$ cat src/rtl/tsec_pkg.sv
package tsec_pkg;

  function automatic bit is_pow2(input int v);
    return (v > 0) && ((v & (v - 1)) == 0);
  endfunction

  // smallest Hamming width that covers info_w information bits
  function automatic int ham_bits(input int info_w);
    int r;
    r = 1;
    while ((1 << r) < info_w + r + 1) r++;
    return r;
  endfunction

  // code position (from 1) of information bit idx: non-powers of two, ascending
  function automatic int info_pos(input int idx);
    int cnt;
    cnt = -1;
    for (int p = 1; p < 65536; p++) begin
      if (!is_pow2(p)) begin
        cnt++;
        if (cnt == idx) return p;
      end
    end
    return 0;
  endfunction

endpackage

$ cat src/rtl/tsec_hamgen.sv
module tsec_hamgen
  import tsec_pkg::*;
#(
  parameter int INFO_W = 129,
  parameter int HAM_W  = 8
) (
  input  logic [INFO_W-1:0] info,
  output logic [HAM_W-1:0]  ham
);
  logic [HAM_W-1:0] col [INFO_W];

  genvar i;
  for (i = 0; i < INFO_W; i++) begin : g_col
    localparam int POS = info_pos(i);
    assign col[i] = info[i] ? HAM_W'(POS) : '0;
  end

  always_comb begin
    ham = '0;
    for (int k = 0; k < INFO_W; k++) ham ^= col[k];
  end
endmodule

$ cat src/rtl/tsec_encoder.sv
module tsec_encoder #(
  parameter int DATA_W = 128,
  parameter int HAM_W  = 8
) (
  input  logic [DATA_W-1:0] data,
  input  logic              tag,
  output logic [HAM_W:0]    check
);
  logic [DATA_W:0]   info;
  logic [HAM_W-1:0]  ham;

  assign info = {tag, data};

  tsec_hamgen #(.INFO_W(DATA_W + 1), .HAM_W(HAM_W)) u_gen (
    .info (info),
    .ham  (ham)
  );

  assign check = {(^info) ^ (^ham), ham};
endmodule

$ cat src/rtl/tsec_decoder.sv
module tsec_decoder
  import tsec_pkg::*;
#(
  parameter int DATA_W = 128,
  parameter int HAM_W  = 8
) (
  input  logic [DATA_W-1:0] cw_data,
  input  logic [HAM_W+1:0]  cw_side,
  output logic [DATA_W-1:0] data,
  output logic              tag,
  output logic              corrected,
  output logic              uncorrectable
);
  localparam int INFO_W = DATA_W + 1;
  localparam int TOT    = INFO_W + HAM_W;

  logic [INFO_W-1:0] info_rx, fix;
  logic [HAM_W-1:0]  ham_rx, ham_calc, syn;
  logic              par_rx, odd;

  assign info_rx = {cw_side[HAM_W+1], cw_data};
  assign ham_rx  = cw_side[HAM_W-1:0];
  assign par_rx  = cw_side[HAM_W];

  tsec_hamgen #(.INFO_W(INFO_W), .HAM_W(HAM_W)) u_gen (
    .info (info_rx),
    .ham  (ham_calc)
  );

  assign syn = ham_calc ^ ham_rx;
  assign odd = (^info_rx) ^ (^ham_rx) ^ par_rx;

  assign uncorrectable = (!odd && (syn != '0)) || (odd && (int'(syn) > TOT));
  assign corrected     = odd && !uncorrectable;

  genvar i;
  for (i = 0; i < INFO_W; i++) begin : g_fix
    localparam int POS = info_pos(i);
    assign fix[i] = corrected && (syn == HAM_W'(POS));
  end

  logic [INFO_W-1:0] info_ok;
  assign info_ok = info_rx ^ fix;
  assign data    = info_ok[DATA_W-1:0];
  assign tag     = info_ok[DATA_W] & ~uncorrectable;
endmodule

$ cat src/rtl/tagged_secded_codec.sv
module tagged_secded_codec
  import tsec_pkg::*;
#(
  parameter  int DATA_W = 128,
  localparam int HAM_W  = ham_bits(DATA_W + 1),
  localparam int SIDE_W = HAM_W + 2
) (
  input  logic              clk,
  input  logic              rst,
  input  logic              tags_active,
  input  logic              wr_en,
  input  logic              wr_quad,
  input  logic [DATA_W-1:0] wr_data,
  output logic              wr_valid,
  output logic [DATA_W-1:0] wr_cw_data,
  output logic [SIDE_W-1:0] wr_cw_side,
  input  logic              rd_en,
  input  logic              rd_quad,
  input  logic [DATA_W-1:0] rd_cw_data,
  input  logic [SIDE_W-1:0] rd_cw_side,
  output logic              rd_valid,
  output logic [DATA_W-1:0] rd_data,
  output logic              rd_tag,
  output logic              rd_corrected,
  output logic              rd_uncorrectable,
  input  logic              flag_wr_en,
  input  logic              flag_wr_val,
  output logic              tag_flag
);
  logic              st_tag;
  logic [HAM_W:0]    st_check;
  logic [DATA_W-1:0] dec_data;
  logic              dec_tag, dec_corr, dec_ue, ld_copy;

  assign st_tag  = wr_quad && tags_active && tag_flag;
  assign ld_copy = rd_en && rd_quad && tags_active;

  tsec_encoder #(.DATA_W(DATA_W), .HAM_W(HAM_W)) u_enc (
    .data  (wr_data),
    .tag   (st_tag),
    .check (st_check)
  );

  tsec_decoder #(.DATA_W(DATA_W), .HAM_W(HAM_W)) u_dec (
    .cw_data       (rd_cw_data),
    .cw_side       (rd_cw_side),
    .data          (dec_data),
    .tag           (dec_tag),
    .corrected     (dec_corr),
    .uncorrectable (dec_ue)
  );

  always_ff @(posedge clk) begin
    if (rst) begin
      wr_valid         <= 1'b0;
      wr_cw_data       <= '0;
      wr_cw_side       <= '0;
      rd_valid         <= 1'b0;
      rd_data          <= '0;
      rd_tag           <= 1'b0;
      rd_corrected     <= 1'b0;
      rd_uncorrectable <= 1'b0;
      tag_flag         <= 1'b0;
    end else begin
      wr_valid         <= wr_en;
      rd_valid         <= rd_en;
      rd_corrected     <= rd_en && dec_corr;
      rd_uncorrectable <= rd_en && dec_ue;
      if (wr_en) begin
        wr_cw_data <= wr_data;
        wr_cw_side <= {st_tag, st_check};
      end
      if (rd_en) begin
        rd_data <= dec_data;
        rd_tag  <= dec_tag;
      end
      if (ld_copy)         tag_flag <= dec_tag;
      else if (flag_wr_en) tag_flag <= flag_wr_val;
    end
  end


  wr_valid_chk: assert property (@(posedge clk) disable iff (rst)
    wr_en |=> wr_valid);

  rd_valid_chk: assert property (@(posedge clk) disable iff (rst)
    rd_en |=> rd_valid);

  plain_store_tag_chk: assert property (@(posedge clk) disable iff (rst)
    (wr_en && !wr_quad) |=> !wr_cw_side[SIDE_W-1]);

  ue_tag_chk: assert property (@(posedge clk) disable iff (rst)
    rd_uncorrectable |-> (rd_valid && !rd_tag && !rd_corrected));

  flag_hold_chk: assert property (@(posedge clk) disable iff (rst)
    (!flag_wr_en && !(rd_en && rd_quad && tags_active)) |=> $stable(tag_flag));

  flag_copy_chk: assert property (@(posedge clk) disable iff (rst)
    (rd_en && rd_quad && tags_active) |=> (tag_flag == rd_tag));
endmodule

$ cat config.mk
export PLATFORM = sky130hd
export DESIGN_NAME = tagged_secded_codec
export DESIGN_NICKNAME = d
export VERILOG_FILES = /design/src/rtl/tsec_pkg.sv /design/src/rtl/tsec_hamgen.sv /design/src/rtl/tsec_encoder.sv /design/src/rtl/tsec_decoder.sv /design/src/rtl/tagged_secded_codec.sv
export SDC_FILE = /design/constraint.sdc
export NUM_CORES = 1
export LEC_CHECK = 0
export BUFFER_PORTS_ARGS = -buffer_cell sky130_fd_sc_hd__buf_2
export CAP_MARGIN = 20
export CORE_AREA = 4 4 210 212
export DETAILED_ROUTE_END_ITERATION = 10
export DIE_AREA = 0 0 214 216
export PLACE_DENSITY = 0.62
export SLEW_MARGIN = 20
export SYNTH_ARGS = -nofsm -noshare
export SYNTH_HDL_FRONTEND = slang
export SYNTH_SLANG_ARGS = --single-unit
$ cat constraint.sdc
create_clock -name clk -period 11.4 [get_ports clk]
set_input_delay 3.42 -clock clk [delete_from_list [all_inputs] [get_ports clk]]
set_output_delay 3.42 -clock clk [all_outputs]
set_load 0.01 [all_outputs]
== Word level (Yosys, flattened, before mapping) ==
Cells that the tools add are included.
Operators by class
  bitwise operators: 263
  $lt $le $gt $ge: 1
  reductions and logical operators: 147
  eq/ne operators: 129
  muxes and demuxes: 260
Operators by type and width (number)
  $xor 8x7->8: 126
  $mux 7: 126
  $eq 8x7->1 const B: 63
  $xor 8x6->8: 62
  $mux 6: 62
  $reduce_xor 129->1: 2
  $eq 8x6->1 const B: 31
  $xor 8x5->8: 30
  $xor 8x8->8: 19
  $mux 5: 30
  $mux 8: 18
  $logic_and 1x1->1: 138
  $xor 129x129->129: 1
  $eq 8x5->1 const B: 15
  $xor 8x4->8: 14
  $eq 8x8->1 const B: 9
  $eq 8x4->1 const B: 7
  $mux 4: 14
  $xor 8x3->8: 6
  $eq 8x3->1 const B: 3
  $mux 3: 6
  $reduce_xor 8->1: 2
  $eq 8x2->1 const B: 1
  $gt 8x8->1 const B: 1
  9 further kinds: 14
Word-level totals
  register bits after elaboration: 272
  input bits: 275

== Logic depth before layout (Yosys ltp) ==
Gate-level depths: netlist of the first run.
  word-level depth: 139
  gate-level depth with buffers: 12
  gate-level depth less buffers: 10

== Hierarchy ==
From an unflattened synthesis of the first run, not the netlist that was laid out.
Unflattened totals
  cell total of the unflattened synthesis: 1922
  area total of the unflattened synthesis: 19473.7 sq um
Modules (own cells, without submodules)
  tagged_secded_codec: cells each 876, times used 1, area an instance 9778.1 sq um
  tsec_hamgen: cells each 211, times used 2, area an instance 2466.1 sq um
  tsec_decoder: cells each 489, times used 1, area an instance 3567.2 sq um
  tsec_encoder: cells each 135, times used 1, area an instance 1196.1 sq um

== Worst setup path before layout of the first run ==
OpenSTA, ideal clock, no wires.
  path type: input port to flip-flop
  from: input port rd_cw_data[124]
  to: register rd_data[65]
  path slack: 4.808 ns
  cell stages on the path: 12
  setup time: 0.091 ns
  arrival time: 6.501 ns
  cells stage by stage: xnor2_1 -> xnor3_1 -> xor2_1 -> xnor3_1 -> xor3_1 -> and2_1 -> clkbuf_1 -> o21ai_1 -> nand2b_1 -> clkbuf_1 -> or3_1 -> a311oi_1
Between the ends
  longest elaborated chain between the ends: 14
  elaborated cells on any way between the ends: 21
  classes of those cells: order compare (1); eq/ne (1); mux (1); bitwise (9); reduce/logical (9)
Ends and longest elaborated chain
  start: declaration: RTL line tagged_secded_codec.sv:19  | input logic [DATA_W-1:0] rd_cw_data,
  $mux 8: RTL line tsec_hamgen.sv:15  | assign col[i] = info[i] ? HAM_W'(POS) : '0;
  $xor 8x8->8 (5 in series): RTL line tsec_hamgen.sv:20  | for (int k = 0; k < INFO_W; k++) ham ^= col[k];
  $xor 8x8->8: RTL line tsec_decoder.sv:30  | assign syn = ham_calc ^ ham_rx;
  $gt 8x8->1 or $reduce_bool 8->1 (tied branches): RTL line tsec_decoder.sv:33  | assign uncorrectable = (!odd && (syn != '0)) || (odd && (int'(syn) > TOT));
  $logic_and 1x1->1: RTL line tsec_decoder.sv:33
  $logic_or 1x1->1: RTL line tsec_decoder.sv:33
  $logic_not 1->1: RTL line tsec_decoder.sv:34  | assign corrected = odd && !uncorrectable;
  $logic_and 1x1->1: RTL line tsec_decoder.sv:34
  $logic_and 1x1->1 (*): RTL line tsec_decoder.sv:39  | assign fix[i] = corrected && (syn == HAM_W'(POS));
  $xor 129x129->129 (*): RTL line tsec_decoder.sv:43  | assign info_ok = info_rx ^ fix;
  end signal: assignment: RTL line tagged_secded_codec.sv:74  | rd_data <= dec_data;
  end: declaration: RTL line tagged_secded_codec.sv:22  | output logic [DATA_W-1:0] rd_data,
Mark *: on every way between the ends. The rest lies on a longest branch, timed or not.
A chain may end at the register's enable or synchronous reset.

== Worst setup path after layout of the first run ==
  from: input port rd_cw_data[126]
  to: register rd_data[34]
Between the ends
  longest elaborated chain between the ends: 12
  elaborated cells on any way between the ends: 19
  classes of those cells: order compare (1); eq/ne (1); mux (1); bitwise (7); reduce/logical (9)
Ends and longest elaborated chain (RTL line)
  $mux 8: tsec_hamgen.sv:15
  $xor 8x8->8 (3 in series): tsec_hamgen.sv:20
  $xor 8x8->8: tsec_decoder.sv:30
  $gt 8x8->1 or $reduce_bool 8->1 (tied branches): tsec_decoder.sv:33
  $logic_and 1x1->1: tsec_decoder.sv:33
  $logic_or 1x1->1: tsec_decoder.sv:33
  $logic_not 1->1: tsec_decoder.sv:34
  $logic_and 1x1->1: tsec_decoder.sv:34
  $logic_and 1x1->1 (*): tsec_decoder.sv:39
  $xor 129x129->129 (*): tsec_decoder.sv:43
Marks and branches as above.

==> impl.org, run 1 <==
** Clock tree
- In this run the clock root is driven by a clkbuf_16.
- Clock Latency Late Sink :: 0.54 ns
- TritonCTS built the clock tree.
- Clock-pin slew on the worst setup and hold paths :: around 0.060 ns
- After clock tree synthesis, the flow added hold-fix buffers numbering 0.
- Buffers added to address setup during post-CTS repair amount to 0.
- Bufs on Longest Clock Path :: 3
- Num CTS Buffers :: 34
- The H-tree was split into 2 levels.
- Gates resized during post-CTS repair numbered 0.
- Clock sink total :: about 270

** Run status
- Result of the run :: complete, no violations

** Setup path
- The most numerous cell type found on the critical path is xnor3_1.
- Crit path launch type :: input port
- Counting buffers and inverters, the worst setup path is 11 cells deep.
- In this design, the stage delay of the slowest critical-path cell is 0.61 ns.
- Following the worst setup path forward leads to its endpoint at rd_data[34]$_SDFFE_PP0P_.
- Worst Path Arrival :: between 7 and 8 ns
- WP buf/inv :: 1
- Data on the critical path is required at its endpoint by between 10 and 15 ns.
- Crit. End Element :: flop
- Start of the worst register-to-register path :: tag_flag$_SDFFE_PP0P_
- RR Endpoint :: wr_cw_side[8]$_SDFFE_PP0P_
- For this design, the slowest cell found on the critical path is nand2b_1.
- Series of cell instances along the critical path :: buf_2 > xnor2_1 > xnor3_1 > xor2_1 > xnor3_1 > xor3_1 > and2_1 > o21ai_1 > nand2b_1 > or3_1 > a311oi_1
- In this run the register-to-register setup slack is approximately 8.6 ns.
- Path type of the worst setup path :: in2reg
- The kind of cell with the highest combined delay along the critical path is XOR/XNOR gates.
- Worst r2r path cells :: 9
- In this run the worst setup path begins at rd_cw_data[126].
- CP max FO :: 14

** Layout
- The top cell types in the final layout, fill and taps aside, are buf_2, xnor2_1, dfxtp_1.
- Ratio of cells with drive above 1 in the final layout :: 0.275
- For this run, the post-layout net count is 2523.
- Most common library cell in the layout ignoring fill and taps :: buf_2
- Layout-stage area growth over the synthesis result :: 27.0%

** Logic synthesis
- After synthesis, the share of cell area in mux cells is 0.0831.
- The share of the Yosys chip area taken by registers is 0.332.
- Number of distinct standard cells referenced by the synthesized netlist :: 35
- Most frequently used flop master after synthesis :: dfxtp_1
- For this run, asynchronously set or reset flops after synthesis account for 0.
- Counting flops and latches in the post-synthesis netlist gives ~270.
- Post-synthesis compound-gate area fraction :: 0.113
- Summed instance area of the synthesized netlist :: about 0.016 mm2
- The synthesized design contains 0 enable-type register cells.
- Main combinational cell family by area after synthesis :: XOR/XNOR gates
- Number of instances in the synthesized netlist :: about 1800
- Of the total synthesized cell area, the portion taken by AND, OR, NAND and NOR gates is 0.126.
- Warnings from Yosys :: 0
- Xor-xnor portion of the synthesized cell area :: 0.319
- When the netlist entered floorplanning its net count stood at 2035.
- Post-synthesis share of cell area spent on full adders, half adders and majority gates :: 0
- The average instance in the mapped netlist occupies between 9 and 10 um2.

** Routing
- Once detail routing completed, the nets flagged for antenna violations numbered 0.
- The routed design has ~67000 um of wire.
- TritonRoute pass-1 iters :: 5
- Dividing the detail-routed via count by the number of cells gives between 5 and 6.
- Via count :: approximately 15000
- For this run, design rule violations remaining after detail routing come to 0.
- In the final routed layout, each cell accounts on average for ~24 um.
- Number of DRC markers after the initial detailed-route iteration :: between 1000 and 1500

** Placement
- Input and output buffers added on the ports amount to ~550.
- Post-detailed-placement half-perimeter wirelength :: 52700 um
- Final weighted congestion of routability-driven global placement :: 0.935

** STA
- The count of endpoints failing hold in the final timing report came to 0.
- For the pin with the worst max-slew slack, the measured transition is approximately 1.1 ns.
- Setup violations remaining at the end of the flow were counted as 0.
- Aggregate negative setup slack :: 0 ns
- RSZ-0062 raised after global routing :: no
- Pins Over Slew Limit :: 0
- After layout, the minimum clock period comes to between 7 and 8 ns.
- Highest Clock Rate :: ~130 MHz
- Final clock skew :: ~0.010 ns
- Portion of the clock cycle consumed by the worst path in the final layout :: 0.662
- Worst relative slew slack :: 0.238

** Die
- The initial utilization of the core area, before any placement, comes to 0.391.
- Die width :: about 210 um
- Die Outline Area :: 0.0462 mm2
- I/O pin cnt :: about 550
- In this run the standard cell core region covers ~0.042 mm2.
- DIE HEIGHT :: approximately 220 um
- Number of placement rows :: 75

** Power
- PnR Total Power :: 0.00594 W
- VDD IR max :: ~0.36 mV
- Leak :: 8.93 nW
- Power density of the placed cells :: 285 mW/mm2

** Global routing
- The first global-routing pass estimated ~98000 um of wire.
- The initial antenna violation count is 9.
- Number of global-route vias before repair :: 14749
- After global routing the overflow that remains totals 0.
- GRT Total Usage :: 0.277
- Entering global routing, the biggest net connects between 100 and 150 pins.

** Hold path
- Worst min-delay path category :: reg2reg

** Flow run
- Max-cap violations in this run came to 0.
[routing by layer]
layer	track usage	wire (um)	up-vias
li1	-	-	7116
met4	0.0938	2370	6
met3	0.0745	5370	127
met2	0.479	32300	652
met5	0	47	-
met1	0.334	27100	7121
[final cells by class]
class	instances	area (um2)
diodes	7	17.5
clock buffers	49	1030
clock inverters	12	221
fillers	4024	21100
inverters	5	18.8
multi-input cells	1374	10500
flip-flops and latches	272	5450
well taps	539	674
repair buffers	561	2870
[cells in the mapped netlist (2+ instances only)]
master	count	area, um2
o21ai_1	2	10.0
mux2i_1	136	1360
nor2_1	271	1020
dfxtp_1	272	5450
clkbuf_1	96	360
nor3_1	12	60.1
xor2_1	68	596
nand3_1	8	40.0
xor3_1	3	71.3
o211ai_1	2	15.0
or3_1	116	726
xnor2_1	414	3630
inv_1	5	18.8
nand4_1	7	43.8
and3_1	7	43.8
nor3b_1	4	30.0
nor2b_1	5	31.3
a211oi_1	17	128
a311oi_1	117	1020
buf_1	12	45.0
and2_1	5	31.3
o21ai_0	129	646
xnor3_1	40	901
[cells by family after synthesis]
kind of cell              after synthesis
buffers and inverters                 114
DFF                                   272
xor gates and xnor gates              527
AOI/OAI and AO/OA                     271
muxes                                 136
and+or+nand+nor                       440
[worst min path at each step]
stage          slack (ns)                        start  cells past startpoint                     endpoint
6_report             0.48     rd_data[72]$_SDFFE_PP0P_                      2     rd_data[72]$_SDFFE_PP0P_
5_1_grt              0.50     rd_data[66]$_SDFFE_PP0P_                      2     rd_data[66]$_SDFFE_PP0P_
4_1_cts              0.48     rd_data[72]$_SDFFE_PP0P_                      2     rd_data[72]$_SDFFE_PP0P_
3_5_place_dp         0.47  wr_cw_data[31]$_SDFFE_PP0P_                      2  wr_cw_data[31]$_SDFFE_PP0P_
3_3_place_gp         0.47  wr_cw_data[22]$_SDFFE_PP0P_                      2  wr_cw_data[22]$_SDFFE_PP0P_
2_1_floorplan        0.50      rd_data[0]$_SDFFE_PP0P_                      2      rd_data[0]$_SDFFE_PP0P_
[stage by stage]
step	setup WS, ns	hold slack (ns)	utilization	area, um2	cells
finish	3.85	0.478	0.496	20800	2819
global route	3.72	0.497	0.496	20800	2817
CTS	3.91	0.481	0.496	20800	2812
detailed placement	3.36	0.474	0.466	19500	2751
global placement	3.34	0.467	0.466	19500	2751
floorplan	4.81	0.503	-	16400	1760
[registers in the layout (all words and copies together), names as in the netlist]
name,count
rd_data,128
wr_valid,1
tag_flag,1
rd_corrected,1
rd_valid,1
rd_tag,1
wr_cw_data,128
rd_uncorrectable,1
wr_cw_side,10
[tightest hold or removal path, stage by stage, from the launching register on]
cell and delay [ns]:
dfxtp_1 0.30, nor2_1 0.08, a311oi_1 0.05
[power breakdown]
group	internal, W	total [W]	switching (W)
registers	0.00104	0.00108	0.0000432
logic	0.00137	0.00364	0.00227
clock network	0.000766	0.00122	0.000449
total	0.00318	0.00594	0.00276
No activity file was read; power rests on OpenSTA's default activity.
==> inputs of run 2 (changes only) <==
--- a/config.mk
+++ b/config.mk
@@ -7,9 +7,9 @@
 export LEC_CHECK = 0
 export BUFFER_PORTS_ARGS = -buffer_cell sky130_fd_sc_hd__buf_2
 export CAP_MARGIN = 20
-export CORE_AREA = 4 4 210 212
+export CORE_AREA = 4 4 211 213
 export DETAILED_ROUTE_END_ITERATION = 10
-export DIE_AREA = 0 0 214 216
+export DIE_AREA = 0 0 215 217
 export PLACE_DENSITY = 0.62
 export SLEW_MARGIN = 20
 export SYNTH_ARGS = -nofsm -noshare
==> constraint.sdc (replaced) <==
create_clock -name clk -period 7.1 [get_ports clk]
set_input_delay 2.13 -clock clk [delete_from_list [all_inputs] [get_ports clk]]
set_output_delay 2.13 -clock clk [all_outputs]
set_load 0.01 [all_outputs]
==> run 2 against run 1 <==
Net effect: sequential power rose by 60%; flip-flop and latch count unchanged; first-iteration DRC count fell by 17%; wire length down 0.14%; count of clock-buffer cells in the layout unchanged; clock power increased by 38%; critical endpoint is now rd_tag$_SDFFE_PP0P_; largest cell class unchanged; highest routed layer unchanged.
==> impl.org, run 2 (same netlist as run 1, synthesis figures left out) <==
** Run status
- Result of the run :: complete, no violations (unchanged)

** Die
- Number of placement rows :: 76 (was 75)
- The area of the core region came to 0.0427 mm2 (was 0.0419 mm2).
- The initial standard-cell utilization of the core is 0.384 (was 0.391).
- Die width :: 215 um (was 214 um)
- DIE HEIGHT :: 217 um (was 216 um)
- The area of the die was 0.0467 mm2 (was 0.0462 mm2).
- I/O pin cnt :: 547 (unchanged)

** Power
- The worst IR drop on VDD was 0.711 mV (was 0.355 mV).
- Power density of the placed cells :: 451 mW/mm2 (was 285 mW/mm2)
- The total power draw is 0.00934 W (was 0.00594 W).
- The static leakage was 8.88 nW (was 8.93 nW).

** Clock tree
- The number of hold buffers added after cts is 0 (unchanged).
- The maximum buffer depth of the clock tree came to 3 (unchanged).
- Clock sink total :: 272 (unchanged)
- Clock root buffer :: clkbuf_16 (unchanged)
- Num CTS Buffers :: 34 (unchanged)
- The post-cts gate resize count was 0 (unchanged).
- The clock network latency to the later pin of the worst-skew pair was 0.55 ns (was 0.54 ns).
- Number of H-tree levels :: 2 (unchanged)
- Clock-pin slew on the worst setup and hold paths :: 0.06 ns (about the same)
- TritonCTS clock tree :: built (unchanged)
- The post-CTS setup-driven buffer insertion count was 0 (unchanged).

** STA
- The total negative slack is 0 ns (unchanged).
- Min Tclk post-route :: roughly 5.8 ns
- RSZ-0062 raised after global routing :: no (unchanged)
- Static timing analysis puts the maximum clock frequency at about 170 MHz.
- The count of endpoints failing hold in the final timing report was 0 (unchanged).
- The number of max-slew violations in the final report is 0 (unchanged).
- The transition time at the pin with the least slew margin was 1.13 ns (about the same).
- Dividing the final minimum period by the clock period gives 0.824.
- Total setup violations reported at the end of the flow :: 0 (unchanged)
- The worst-case clock skew was 0.0240 ns (was 0.0105 ns).
- Worst relative slew slack :: 0.248 (was 0.238)

** Routing
- The routed length per instance was 23.7 um (was 23.9 um).
- Drt via density :: 5.38 (was 5.33)
- The total routed wirelength is 67100 um (was 67200 um).
- The DRC violation count after routing came to 0 (unchanged).
- The number of search-and-repair iterations in the first detailed-routing pass was 5 (unchanged).
- Via count :: 15253 (was 15022)
- Number of DRC markers after the initial detailed-route iteration :: 983 (was 1187)
- Number of nets with antenna violations after detailed routing :: 0 (unchanged)

** Global routing
- The combined global-route utilization of all metal layers is 0.274 (was 0.277).
- First-pass GRT wire length :: 96900 um (was 97800 um)
- The maximum number of pins on one net before global-route repair came to 145 (was 130).
- Overflow left after global routing :: 0 (unchanged)
- The via count of the first global-routing pass was 14728 (was 14749).
- Number of antenna violations at the first check in global routing :: 13 (was 9)

** Placement
- Post-detailed-placement half-perimeter wirelength :: 52500 um (was 52700 um)
- The routability congestion estimate came to 0.939 (was 0.935).
- Port-buffer cells :: 546 (unchanged)
- The post-place instance area was 0.0196 mm2 (was 0.0195 mm2).

** Setup path
- The worst stage delay on the critical path is 0.68 ns (was 0.61 ns).
- The data arrival time of the worst path came to 6.24 ns (was 7.99 ns).
- The slowest cell on the critical path is xor2_1 (was nand2b_1).
- Crit path launch type :: input port (unchanged)
- The nature of the critical path endpoint is a flop (unchanged).
- The critical path class is in2reg (unchanged).
- Top cell by count, worst path :: xor2_1 (was xnor3_1)
- The required time reported for the critical path endpoint was 7.49 ns (was 11.84 ns).
- CP max FO :: 10 (was 14)
- Series of cell instances along the critical path :: buf_2 > xor2_1 > xnor2_1 > xnor2_2 > xor2_1 > xnor3_1 > xor2_1 > nand3b_1 > o2111a_1 > a311oi_1 > buf_4 > a211oi_1 (was buf_2 > xnor2_1 > xnor3_1 > xor2_1 > xnor3_1 > xor3_1 > and2_1 > o21ai_1 > nand2b_1 > or3_1 > a311oi_1)

** Layout
- Number of fill cells :: 4127 (was 4024)
- Register area :: 0.00545 mm2 (unchanged)
- Biggest regs :: rd_data x128, wr_cw_data x128, wr_cw_side x10 (unchanged)
- Layout-stage area growth over the synthesis result :: 26.3% (was 27.0%)
- The final instance area is 0.0207 mm2 (was 0.0208 mm2).
- Top library cells by usage in the layout, fill and taps aside: buf_2, xnor2_1, dfxtp_1 (unchanged).
- Most common library cell in the layout ignoring fill and taps :: buf_2 (unchanged)
- Ratio of cells with drive above 1 in the final layout :: 0.277 (was 0.275)
- The area used by multi-input combinational logic was 0.0105 mm2 (unchanged).
- Number of nets in the finished design :: 2532 (was 2523)

** Hold path
- Worst min-delay path category :: reg2reg (unchanged)

** Flow run
- Number of max-cap violations :: 0 (unchanged)
## run 2: cell types whose count changed in the layout (fill, tap and decap cells not counted), moves of 3 or more
| cell | delta |
|---|---|
| buf_4 | +9 |
| o21ai_2 | +3 |
| clkbuf_16 | -3 |
| bufinv_16 | -6 |
## run 2: per-layer routing
metal / part of all wire / track usage / vias up
li1: - / - / 7127
met1: 0.40 / 0.335 / 7303
met2: 0.48 / 0.461 / 688
met3: 0.090 / 0.0832 / 125
met4: 0.033 / 0.0949 / 10
met5: 0.0013 / 0 / -
## run 2: per-stage QoR
step / hold slack, ns / util / setup slack [ns] / instances
after detailed placement: 0.473 / 0.460 / 0.735 / 2767
after global placement: 0.467 / 0.460 / 0.746 / 2767
after global routing: 0.497 / 0.485 / 0.982 / 2829
after floorplan: 0.503 / - / 1.80 / 1760
after CTS: 0.481 / 0.484 / 1.30 / 2825
final: 0.481 / 0.485 / 1.25 / 2833
## run 2: worst max-delay path: cells and delay by family
kind | cells | cell delay [ns]
xor gates and xnor gates | 6 | 2.50
AOI/OAI and AO/OA | 3 | 0.75
and+or+nand+nor | 1 | 0.53
buffers and inverters | 2 | 0.33
## run 2: power breakdown
group          internal (W)  switching [W]  leakage [nW]
registers           0.00166      0.0000721          2.25
clock network      0.000960       0.000717         0.518
logic               0.00229        0.00364          6.10
## run 2: cell type report
| class | instances | area share |
|---|---|---|
| inverter | 5 | 0.000907 |
| timing repair buffer | 570 | 0.142 |
| clock buffer | 49 | 0.0472 |
| multi-input combinational | 1374 | 0.509 |
| clock inverter | 9 | 0.00326 |
| tap | 546 | 0.0330 |
| sequential | 272 | 0.263 |
| antenna | 8 | 0.000967 |
## run 2: final timing paths
path	depth (start not counted)	endpoint	slack [ns]	from
worst max-delay path	12	rd_tag$_SDFFE_PP0P_	1.25	rd_cw_data[119]
worst min-delay path	2	rd_data[94]$_SDFFE_PP0P_	0.48	rd_data[94]$_SDFFE_PP0P_
worst max register to register	9	wr_cw_side[8]$_SDFFE_PP0P_	4.33	tag_flag$_SDFFE_PP0P_
worst min register to register	2	rd_data[94]$_SDFFE_PP0P_	0.48	rd_data[94]$_SDFFE_PP0P_
==> inputs of run 3 (changes only) <==
==> constraint.sdc (replaced) <==
create_clock -name clk -period 5.55 [get_ports clk]
set_input_delay 1.665 -clock clk [delete_from_list [all_inputs] [get_ports clk]]
set_output_delay 1.665 -clock clk [all_outputs]
set_load 0.01 [all_outputs]
==> run 3 against run 2 <==
Net effect: register-to-register slack got worse by 1.6 ns; design area is 1.7% higher; flip-flop and latch count unchanged; via count up 0.49%; highest routed layer unchanged; power grew 36%; clock power is 27% higher; sequential power is 28% higher; utilization is 0.85 points higher; clock skew is 0.0025 ns lower; wire length rose by 1.1%; non-clock buffer count grew 43.
==> impl.org, run 3 (same netlist as run 1, synthesis figures left out) <==
** Flow run
- Number of max-cap violations :: 0 (unchanged)

** STA
- The number of max-slew violations in the final report was 0 (unchanged).
- In the finished design, the share of the clock period the worst path needs comes to 0.961.
- The worst path in the final design needs a cycle of ~5.3 ns, including I/O delays and setup.
- RSZ-0062 raised after global routing: no (unchanged).
- The total negative slack came to 0 ns (unchanged).
- The number of setup violations in the final report is 0 (unchanged).
- Worst Setup Slack, final :: 0.217 ns (was 1.25 ns)
- Count of final hold-check violations :: 0 (unchanged)
- Worst relative slew slack :: 0.377 (was 0.248)
- The worst-case clock skew was 0.0215 ns (was 0.0240 ns).
- Static timing analysis puts the maximum clock frequency at roughly 190 MHz.
- Actual transition at the worst max-transition pin :: 0.935 ns (was 1.13 ns)

** Power
- The register share of total power is 0.174 (was 0.186).
- Power density of the placed cells :: 603 mW/mm2 (was 451 mW/mm2)
- VDD IR max :: 0.780 mV (was 0.711 mV)
- Internal power of the cells :: 0.00690 W (was 0.00491 W)
- NetSw :: 0.00581 W (was 0.00443 W)
- The share of total power in the clock network is 0.168 (was 0.180).
- Share of power burned in combinational logic :: 0.658 (was 0.635)
- The static leakage came to 9.08 nW (was 8.88 nW).
- The switching power as a share of total power came to 0.457 (was 0.474).

** Layout
- The flip-flop and latch area was 0.00545 mm2 (unchanged).
- Biggest regs :: rd_data x128, wr_cw_data x128, wr_cw_side x10 (unchanged)
- Number of nets in the finished design :: 2575 (was 2532)
- The area growth from synthesis to layout is 28.5% (was 26.3%).
- The area used by multi-input combinational logic is 0.0105 mm2 (about the same).
- Most common library cell in the layout ignoring fill and taps :: buf_2 (unchanged)
- Top library cells by usage in the layout, fill and taps aside :: buf_2, xnor2_1, dfxtp_1 (unchanged)
- Finished Cell Area :: 0.0211 mm2 (was 0.0207 mm2)
- Ratio of cells with drive above 1 in the final layout :: 0.286 (was 0.277)
- Number of fill cells :: 4153 (was 4127)

** Clock tree
- Bufs on Longest Clock Path :: 3 (unchanged)
- Clock Latency Late Sink :: 0.54 ns (was 0.55 ns)
- TritonCTS clock tree :: built (unchanged)
- The cell chosen for the clock root is clkbuf_16 (unchanged).
- Clock-pin slew on the worst setup and hold paths :: 0.06 ns (about the same)
- The post-CTS setup-driven buffer insertion count was 0 (unchanged).
- The number of hold buffers added after cts was 0 (unchanged).
- Num CTS Buffers :: 34 (unchanged)
- The number of clock sinks is 272 (unchanged).
- Post-CTS resize count :: 0 (unchanged)
- The number of H-tree branching levels is 2 (unchanged).

** Setup path
- CP max FO :: 8 (was 10)
- Biggest cell delay along the critical path :: 0.52 ns (was 0.68 ns)
- Path type of the worst setup path :: in2reg (unchanged)
- The most used cell along the critical path was xnor3_1 (was xor2_1).
- The launching element type of the critical path is an input port (unchanged).
- Series of cell instances along the critical path :: buf_2 > xnor2_1 > xnor3_1 > xor2_1 > xnor3_1 > xor3_1 > nor2_1 > o21ai_1 > buf_4 > or3_1 > a311oi_1 (was buf_2 > xor2_1 > xnor2_1 > xnor2_2 > xor2_1 > xnor3_1 > xor2_1 > nand3b_1 > o2111a_1 > a311oi_1 > buf_4 > a211oi_1)
- Master of the slowest instance on the critical path :: xnor3_1 (was xor2_1)
- The required time reported for the critical path endpoint was 5.99 ns (was 7.49 ns).
- Crit. End Element :: flop (unchanged)
- Worst Path Arrival :: 5.77 ns (was 6.24 ns)

** Routing
- Via count :: 15327 (was 15253)
- Post-route DRC violation count :: 0 (unchanged)
- Number of nets with antenna violations after detailed routing :: 0 (unchanged)
- Drt via density :: 5.33 (was 5.38)
- TritonRoute pass-1 iters :: 5 (unchanged)
- Number of DRC markers after the initial detailed-route iteration :: 1088 (was 983)
- Final wirelength :: 67900 um (was 67100 um)
- Wire length per cell after detailed routing :: 23.6 um (was 23.7 um)

** Placement
- Post-detailed-placement half-perimeter wirelength :: 54100 um (was 52500 um)
- Port-buffer cells :: 546 (unchanged)
- The routability congestion estimate was 0.976 (was 0.939).
- The worst slack at placement came to -0.201 ns (was 0.735 ns).
- Placement Cell Area :: 0.0200 mm2 (was 0.0196 mm2)

** Die
- Number of placement rows :: 76 (unchanged)
- The total I/O pin count came to 547 (unchanged).
- The area of the core region came to 0.0427 mm2 (unchanged).
- The area of the die was 0.0467 mm2 (unchanged).
- The overall die width came to 215 um (unchanged).
- The die height came to 217 um (unchanged).
- The initial standard-cell utilization of the core is 0.384 (unchanged).

** Global routing
- Number of global-route vias before repair :: 14855 (was 14728)
- Number of antenna violations at the first check in global routing :: 8 (was 13)
- The maximum number of pins on one net before global-route repair was 128 (was 145).
- The combined global-route utilization of all metal layers was 0.278 (was 0.274).
- Overflow left after global routing :: 0 (unchanged)
- First-pass GRT wire length :: 97600 um (was 96900 um)

** Hold path
- The path class of the lowest-slack min-delay path is reg2reg (unchanged).

** Run status
- Result of the run :: complete, no violations (unchanged)
## run 3: changes by cell type in the layout (fill, tap and decap cells not counted), moves of 3 or more
cell and delta:
o21ai_2 -7, clkbuf_1 +4, clkinv_2 -3, buf_4 +37
buf_12 +6, o21ai_1 +5
## run 3: metrics by stage
| step | power [W] | instances | utilization | hold WS [ns] |
|---|---|---|---|---|
| after floorplan | 0.00729 | 1760 | - | 0.503 |
| after global placement | 0.0104 | 2810 | 0.469 | 0.466 |
| after detailed placement | 0.0105 | 2810 | 0.469 | 0.474 |
| after CTS | 0.0126 | 2868 | 0.493 | 0.481 |
| after global routing | 0.0133 | 2871 | 0.493 | 0.497 |
| final | 0.0127 | 2875 | 0.493 | 0.480 |
## run 3: layout make-up
cell class,instances,share of cell area
Clock inverter,5,0.00160
Antenna cell,7,0.000832
Inverter,5,0.000891
Multi-Input combinational cell,1374,0.499
Sequential cell,272,0.259
Tap cell,546,0.0324
Clock buffer,53,0.0476
Timing Repair Buffer,613,0.159
## run 3: worst paths after layout
check	start	end	slack, ns	depth (start not counted)
hold reg to reg	rd_data[52]$_SDFFE_PP0P_	rd_data[52]$_SDFFE_PP0P_	0.48	2
setup / recovery	rd_cw_data[126]	rd_data[17]$_SDFFE_PP0P_	0.22	11
setup reg to reg	tag_flag$_SDFFE_PP0P_	wr_cw_side[8]$_SDFFE_PP0P_	2.77	9
hold / removal	rd_data[52]$_SDFFE_PP0P_	rd_data[52]$_SDFFE_PP0P_	0.48	2
## run 3: critical path, delay by kind of cell
family	cells	cell delay, ns
AND/OR/NAND/NOR	2	0.59
XOR/XNOR	5	2.42
AO/OA/AOI/OAI	2	0.61
buffers and inverters	2	0.47
## run 3: power groups by stage
stage          Sequential (W)  Combinational [W]  Clock, W
3_3_place_gp          0.00225            0.00817         0
5_1_grt               0.00223            0.00884   0.00226
3_5_place_dp          0.00225            0.00820         0
4_1_cts               0.00222            0.00825   0.00218
6_report              0.00222            0.00836   0.00213
2_1_floorplan         0.00232            0.00496         0
## run 3: per-layer routing
metal,vias up,routed length [um],global-route usage
li1,7200,-,-
met5,-,18,0
met1,7264,26900,0.337
met4,4,2890,0.108
met3,144,6180,0.0810
met2,715,32000,0.467
